[src/rtl/kdp_pkg.sv]
package kdp_pkg;
  parameter int BYTE_W = 8;

  localparam logic [1:0] OFS_KDATA = 2'd0;
  localparam logic [1:0] OFS_KSTAT = 2'd1;
  localparam logic [1:0] OFS_DDATA = 2'd2;
  localparam logic [1:0] OFS_DSTAT = 2'd3;

  localparam int BIT_OVR  = 0;
  localparam int BIT_KRDY = 1;
  localparam int BIT_DRDY = 2;

  function automatic logic [BYTE_W-1:0] kstat_byte(input logic rdy, input logic ovr);
    logic [BYTE_W-1:0] b;
    b = '0;
    b[BIT_KRDY] = rdy;
    b[BIT_OVR]  = ovr;
    return b;
  endfunction

  function automatic logic [BYTE_W-1:0] dstat_byte(input logic rdy);
    logic [BYTE_W-1:0] b;
    b = '0;
    b[BIT_DRDY] = rdy;
    return b;
  endfunction
endpackage

[src/rtl/kdp_decode.sv]
module kdp_decode #(
  parameter int ADDR_W = 8,
  parameter logic [ADDR_W-1:0] BASE = 8'h40
) (
  input  logic [ADDR_W-1:0] addr,
  input  logic              rd,
  input  logic              wr,
  output logic              hit,
  output logic [1:0]        ofs,
  output logic              kdata_rd,
  output logic              kstat_rd,
  output logic              ddata_wr,
  output logic              any_rd
);
  import kdp_pkg::*;
  localparam int TAG_W = ADDR_W - 2;

  assign hit      = (addr[ADDR_W-1:2] == BASE[ADDR_W-1:2]);
  assign ofs      = addr[1:0];
  assign any_rd   = rd && hit;
  assign kdata_rd = rd && hit && (ofs == OFS_KDATA);
  assign kstat_rd = rd && hit && (ofs == OFS_KSTAT);
  assign ddata_wr = wr && hit && (ofs == OFS_DDATA);

  // the decoded events are mutually exclusive
  always_comb begin
    assert_onehot_evt_R2: assert ($onehot0({kdata_rd, kstat_rd, ddata_wr}) || (rd && wr));
  end

  if (TAG_W < 1) begin : g_bad
    initial $error("ADDR_W too small");
  end
endmodule

[src/rtl/kdp_kbd_side.sv]
module kdp_kbd_side #(
  parameter int BYTE_W = 8
) (
  input  logic              clk,
  input  logic              rst_n,
  input  logic              key_stb,
  input  logic [BYTE_W-1:0] key_byte,
  input  logic              data_rd,
  input  logic              stat_rd,
  output logic [BYTE_W-1:0] kdata,
  output logic              krdy,
  output logic              kovr
);
  logic overrun_evt;
  assign overrun_evt = key_stb && krdy && !data_rd;

  always_ff @(posedge clk) begin
    if (!rst_n) begin
      kdata <= '0;
      krdy  <= 1'b0;
      kovr  <= 1'b0;
    end else begin
      if (key_stb) begin
        kdata <= key_byte;
        krdy  <= 1'b1;
      end else if (data_rd) begin
        krdy  <= 1'b0;
      end
      if (overrun_evt)  kovr <= 1'b1;
      else if (stat_rd) kovr <= 1'b0;
    end
  end

  assert_latch_R3: assert property (@(posedge clk) disable iff (!rst_n)
    key_stb |=> (krdy && kdata == $past(key_byte)));
  assert_clear_R4: assert property (@(posedge clk) disable iff (!rst_n)
    (data_rd && !key_stb) |=> (!krdy && $stable(kdata)));
  assert_ovr_set_R5: assert property (@(posedge clk) disable iff (!rst_n)
    overrun_evt |=> kovr);
  assert_ovr_clr_R5: assert property (@(posedge clk) disable iff (!rst_n)
    (stat_rd && !overrun_evt) |=> !kovr);
  assert_collide_R6: assert property (@(posedge clk) disable iff (!rst_n)
    (data_rd && key_stb && !kovr) |=> (krdy && !kovr));
endmodule

[src/rtl/kdp_disp_side.sv]
module kdp_disp_side #(
  parameter int BYTE_W = 8
) (
  input  logic              clk,
  input  logic              rst_n,
  input  logic              wr_evt,
  input  logic [BYTE_W-1:0] wdata,
  input  logic              done,
  output logic [BYTE_W-1:0] dbyte,
  output logic              dvld,
  output logic              drdy
);
  always_ff @(posedge clk) begin
    if (!rst_n) begin
      dbyte <= '0;
      dvld  <= 1'b0;
      drdy  <= 1'b1;
    end else begin
      dvld <= wr_evt;
      if (wr_evt) begin
        dbyte <= wdata;
        drdy  <= 1'b0;
      end else if (done) begin
        drdy  <= 1'b1;
      end
    end
  end

  assert_write_R7: assert property (@(posedge clk) disable iff (!rst_n)
    wr_evt |=> (dvld && !drdy && dbyte == $past(wdata)));
  assert_pulse_R7: assert property (@(posedge clk) disable iff (!rst_n)
    !wr_evt |=> !dvld);
  assert_done_R8: assert property (@(posedge clk) disable iff (!rst_n)
    (done && !wr_evt) |=> drdy);
endmodule

[src/rtl/kbd_disp_port.sv]
module kbd_disp_port #(
  parameter int ADDR_W = 8,
  parameter logic [ADDR_W-1:0] BASE = 8'h40,
  parameter int BYTE_W = kdp_pkg::BYTE_W
) (
  input  logic              clk,
  input  logic              rst_n,
  input  logic [ADDR_W-1:0] bus_addr,
  input  logic              bus_rd,
  input  logic              bus_wr,
  input  logic [BYTE_W-1:0] bus_wdata,
  output logic [BYTE_W-1:0] bus_rdata,
  input  logic              key_stb,
  input  logic [BYTE_W-1:0] key_byte,
  output logic [BYTE_W-1:0] disp_byte,
  output logic              disp_vld,
  input  logic              disp_done
);
  import kdp_pkg::*;

  logic              hit, kdata_rd, kstat_rd, ddata_wr, any_rd;
  logic [1:0]        ofs;
  logic [BYTE_W-1:0] kdata;
  logic              krdy, kovr, drdy;
  logic [BYTE_W-1:0] rd_mux;

  kdp_decode #(.ADDR_W(ADDR_W), .BASE(BASE)) u_dec (
    .addr(bus_addr), .rd(bus_rd), .wr(bus_wr), .hit(hit), .ofs(ofs),
    .kdata_rd(kdata_rd), .kstat_rd(kstat_rd), .ddata_wr(ddata_wr), .any_rd(any_rd)
  );

  kdp_kbd_side #(.BYTE_W(BYTE_W)) u_kbd (
    .clk(clk), .rst_n(rst_n), .key_stb(key_stb), .key_byte(key_byte),
    .data_rd(kdata_rd), .stat_rd(kstat_rd), .kdata(kdata), .krdy(krdy), .kovr(kovr)
  );

  kdp_disp_side #(.BYTE_W(BYTE_W)) u_disp (
    .clk(clk), .rst_n(rst_n), .wr_evt(ddata_wr), .wdata(bus_wdata), .done(disp_done),
    .dbyte(disp_byte), .dvld(disp_vld), .drdy(drdy)
  );

  always_comb begin
    rd_mux = '0;
    if (hit) begin
      unique case (ofs)
        OFS_KDATA: rd_mux = kdata;
        OFS_KSTAT: rd_mux = kstat_byte(krdy, kovr);
        OFS_DDATA: rd_mux = disp_byte;
        OFS_DSTAT: rd_mux = dstat_byte(drdy);
        default:   rd_mux = '0;
      endcase
    end
  end

  always_ff @(posedge clk) begin
    if (!rst_n) bus_rdata <= '0;
    else        bus_rdata <= any_rd ? rd_mux : '0;
  end

  assert_idle_zero_R2: assert property (@(posedge clk) disable iff (!rst_n)
    !bus_rd |=> (bus_rdata == '0));
  assert_miss_zero_R2: assert property (@(posedge clk) disable iff (!rst_n)
    (bus_rd && !hit) |=> (bus_rdata == '0));
  assert_unused_bits_R9: assert property (@(posedge clk) disable iff (!rst_n)
    (kstat_rd) |=> ((bus_rdata & ~8'h03) == '0));
endmodule

[config.mk]
export PLATFORM = sky130hd
export DESIGN_NAME = kbd_disp_port
export DESIGN_NICKNAME = d
export VERILOG_FILES = /design/src/rtl/kdp_pkg.sv /design/src/rtl/kdp_decode.sv /design/src/rtl/kdp_kbd_side.sv /design/src/rtl/kdp_disp_side.sv /design/src/rtl/kbd_disp_port.sv
export SDC_FILE = /design/constraint.sdc
export NUM_CORES = 1
export LEC_CHECK = 0
export ABC_CLOCK_PERIOD_IN_PS = 1600
export BUFFER_PORTS_ARGS = -buffer_cell sky130_fd_sc_hd__buf_4
export CORE_ASPECT_RATIO = 0.9
export CORE_UTILIZATION = 44
export CTS_BUF_LIST = sky130_fd_sc_hd__clkbuf_8
export DETAILED_ROUTE_END_ITERATION = 16
export GPL_TIMING_DRIVEN = 0
export PLACE_DENSITY_LB_ADDON = 0.25
export SLEW_MARGIN = 20
export SYNTH_ARGS = -nofsm -noshare
export SYNTH_HDL_FRONTEND = slang
export SYNTH_SLANG_ARGS = --single-unit
[constraint.sdc]
create_clock -name clk -period 1.6 [get_ports clk]
set_input_delay 0.4 -clock clk [delete_from_list [all_inputs] [get_ports clk]]
set_output_delay 0.4 -clock clk [all_outputs]
set_load 0.1 [all_outputs]
# Yosys cells after proc, flatten, opt, wreduce, memory -nomap -nowiden
# Cells that the tools add are included.
[totals] register_bits=28 inputBits=30
[classes] eq_ne=4 mux=7 n_reduce_logical=13
[ops] operator="8-bit case mux with 4 select lines" n=1
[ops] operator="1-bit logical AND" n=7
[ops] operator="6-bit by 5-bit equality test with 1-bit output (second input constant)" n=1
[ops] operator="1-bit 2-to-1 mux" n=6
[ops] operator="2-bit nonzero test" n=3
[ops] operator="2-bit equality test (second input constant)" n=2
[ops] operator="3-bit AND reduction" n=1
[ops] operator="2-bit by 1-bit equality test with 1-bit output (second input constant)" n=1
[ops] operator="2-bit logical NOT" n=1
[ops] operator="1-bit logical NOT" n=1

# Longest topological paths before layout
[depth] depth_word=6 ltp_mapped=5 ltp_nobuf=3

# By module
# From an unflattened synthesis, not the netlist that was laid out.
[unflattened] cells_unflattened=105 area_unflattened_um2=1149.9
[by_module_without_submodules] module="kdp_kbd_side" n_inst=1 area_each_um2=376.6 cells_per_inst=32
[by_module_without_submodules] module="kdp_disp_side" n_inst=1 area_each_um2=357.8 cells_per_inst=30
[by_module_without_submodules] module="kbd_disp_port" n_inst=1 area_each_um2=334.1 cells_per_inst=33
[by_module_without_submodules] module="kdp_decode" n_inst=1 area_each_um2=81.3 cells_per_inst=10

# Worst setup path before layout
# OpenSTA, ideal clock, no wires.
[synth_path] path_type="input to register" startpoint="input bus_addr[3]" endpoint="register bus_rdata[3]" path_stages=3 t_required_ns=1.532 path_slack_ns=-0.035 setup_time_ns=0.068 arrival_time_ns=1.567 path_cell_list="or4_4 -> or4_4 -> nor2_1"
[synth_between] elab_chain_len=3
[synth_rtl] item="from (decl)" line="kbd_disp_port.sv:8" rtl="input logic [ADDR_W-1:0] bus_addr,"
[synth_rtl] item="6-bit by 5-bit equality test with 1-bit output (*)" line="kdp_decode.sv:18" rtl="assign hit = (addr[ADDR_W-1:2] == BASE[ADDR_W-1:2]);"
[synth_rtl] item="1-bit logical AND" line="kdp_decode.sv:20" rtl="assign any_rd = rd && hit;"
[synth_rtl] item="3-bit AND reduction (no source line) (*)"
[synth_rtl] item="to (signal assigned)" line="kbd_disp_port.sv:57" rtl="else bus_rdata <= any_rd ? rd_mux : '0;"
[synth_rtl] item="to (decl)" line="kbd_disp_port.sv:12" rtl="output logic [BYTE_W-1:0] bus_rdata,"
# Mark *: on every way between the ends. The rest lies on a longest branch, timed or not.
# A chain may end at the register's enable or synchronous reset.

# Worst setup path in the final report
[layout_path] startpoint="input bus_addr[3]" endpoint="register bus_rdata[0]"
# The elaborated chain is that of the path after synthesis.

==> results_dict.tcl <==
set metrics [dict create \
    worstHoldPathType "input port to flop" \
    seq_area_frac_synth 0.497 \
    cts.sinks 28 \
    cp.arrival_ns 1.79 \
    finalSetupViolCount 0 \
    async_reset_ff_frac 0 \
    cap_viol_max_count 0 \
    cts_tree "done" \
    routed_via_density 5.05 \
    final.min_clock_period_ns 1.57 \
    routedWlPerCell_um 12.6 \
    postCtsSetupBuffers 0 \
    yosysTopAreaCellShare 0.497 \
    timing.final.ws_setup_ns 0.0280 \
    antenna_found_initial 0 \
    dp_hpwl_um 1790 \
    rsz0062_at_grt "no" \
    yosysTopAreaCell "dfxtp_1" \
    worst-setup-path-type "input port to flop" \
    finalWirelength_um 2420 \
    leakagePower_uw 0.000714 \
    drtPass1Iterations 4 \
    nNetsFinal 195 \
    path_delay_family "simple AND/OR/NAND/NOR gates" \
    ir_drop_uv 510 \
    synth_cells 115 \
    cpPeakStageDelay_ns 0.54 \
    crit_fanout 5 \
    syn_to_final_growth_pct 39.6 \
    grt_pass1_wl_um 4090 \
    ys.flop_type "dfxtp_1" \
    fp.coreArea_um2 2450 \
    portBuffers 45 \
    die_x_um 55.4 \
    cts_hold_buf 0 \
    worstPathRequired_ns 1.82 \
    status "finished clean" \
    drtAntennaViolNets 0 \
    fmax_mhz 636 \
    path_cells "buf_4 > or4_4 > nor3_1 > and3_1" \
    final_layout_size_suffix_gt1_frac 0.323 \
    cts_made_buffers 3 \
    root_buffer "clkbuf_8" \
    critPathBufInv 1 \
    grt_max_degree 17 \
    drcViolationCount 0 \
    post-place-ws_ns -0.217 \
    slew_headroom 0.581 \
    cp_slowest_cell "or4_4" \
    dieArea_um2 2770 \
    pwr_density_cell_nw_per_um2 900 \
    gr-total-overflow 0 \
    via_count 970 \
    end_kind "flop" \
    instances_no_fill 192 \
    place_inst 188 \
    fin_crit_sh 0.982 \
    grt_pass1_vias 978 \
    hold_violations 0 \
    grt.total_usage 0.185 \
    synth_cell_types 21 \
    io_pins 47 \
    ys_ff_latch 28 \
    finalPower_uw 1420 \
    clk_latency_ns 0.27 \
    synth_edf_count 0 \
    worst_pin_slew_ns 0.628 \
    yosysWarningCount 0 \
    antenna_cells 0 \
    globalplace.congestion 0.784 \
    mappedNetlistArea_um2 1130 \
    start_util 0.461 \
    crit_path_start_kind "input port" \
    placed_cell_area_um2 1500 \
    skew_ns 0.00160 \
    design_area_um2 1580 \
    synth_area_leaders "dfxtp_1 50%, mux2i_1 20%, nand2_1 6.3%, nor2b_1 5.5%, nor2_1 2.3%" \
    syn_nets 145 \
    fillerInstances 218 \
    rows 17 \
    cts_buffer_depth 2 \
    drt_iter0_markers 16 \
    syn_avg_cell_area_um2 9.81 \
    cts-resized-gates 0 \
    clk_pin_slew_worst_paths_ns 0.09 \
    die_y_um 50.0 \
    ctsHtreeMaxLevel 1 \
    maxSlewViolCount 0 \
]
-- metrics by stage --
step,hold slack [ns],TNS [ns],utilization
2_1_floorplan,0.460,0,-
3_3_place_gp,0.461,-2.56,0.615
3_5_place_dp,0.469,-3.04,0.615
4_1_cts,0.374,0,0.644
5_1_grt,0.372,0,0.644
6_report,0.374,0,0.644
-- Yosys cell counts, types with 2 or more instances --
cell type  instances
mux2i_1           23
clkbuf_1           4
nand2_1           19
nor2b_1           10
buf_1              2
and3_1             3
o21ai_0            2
nor3_1             3
or4_4              2
nor2_1             7
dfxtp_1           28
o2bb2ai_1          2
a21oi_1            2
-- worst register-to-register path, stage by stage, from the launching register on --
cell and delay, ns:
dfxtp_1 0.34, mux2_2 0.26, a22o_1 0.17, and3_1 0.16
-- area by class of cell --
class / instances / area (um2) / area share
Buffer: 7 / 30.0 / 0.0191
Clock inverter: 1 / 30.0 / 0.0191
Timing Repair Buffer: 45 / 338 / 0.214
Sequential cell: 28 / 561 / 0.356
Clock buffer: 3 / 41.3 / 0.0262
Tap cell: 28 / 35.0 / 0.0222
Multi-Input combinational cell: 80 / 541 / 0.343
-- worst paths after layout --
check	from	end	slack, ns	cells after the start
worst max-delay path	bus_addr[3]	bus_rdata[0]	0.03	4
worst min-delay path	bus_wdata[3]	u_disp.dbyte[3]	0.37	3
worst max register to register	u_disp.dbyte[2]	bus_rdata[2]	0.58	3
worst min register to register	u_disp.dbyte[3]	u_disp.dbyte[3]	0.48	2
-- cell families after synthesis --
family | Yosys count | share of synthesized area
AO/OA/AOI/OAI | 9 | 0.0554
buffers and inverters | 7 | 0.0244
flip-flops | 28 | 0.497
AND/OR/NAND/NOR | 47 | 0.210
multiplexers | 24 | 0.214
-- placed cells by master, fill, tap and decap left out, drive strengths merged --
| cell | count |
|---|---|
| buf | 48 |
| dfxtp | 28 |
| mux2i | 23 |
| nand2 | 19 |
| nor2b | 10 |
| nor2 | 7 |
| clkbuf | 7 |
| nor3 | 3 |
| and3 | 3 |
| or4 | 2 |
| o21ai | 2 |
| a21oi | 2 |
| o2bb2ai | 2 |
| nand2b | 1 |
| mux2 | 1 |
| a22o | 1 |
| nand3b | 1 |
| and2 | 1 |
| a311oi | 1 |
| a21o | 1 |
| bufinv | 1 |
-- power breakdown --
part / switching [uW] / internal, uW
registers: 9.18 / 712
clock network: 218 / 335
logic: 61.4 / 82.5
-- state kept, by name, summed over array words and instances (netlist names) --
signal and flops:
u_kbd.krdy 1, u_disp.dbyte 8, u_disp.drdy 1, u_disp.dvld 1, bus_rdata 8, u_kbd.kdata 8, u_kbd.kovr 1
-- routing by layer --
layer	GRT usage	share of wire	up-vias
met5	0	0	-
met4	0.0500	0.0074	0
met3	0.0315	0.035	4
met2	0.345	0.51	21
met1	0.217	0.45	454
li1	-	-	491
No activity file was read; power rests on OpenSTA's default activity.
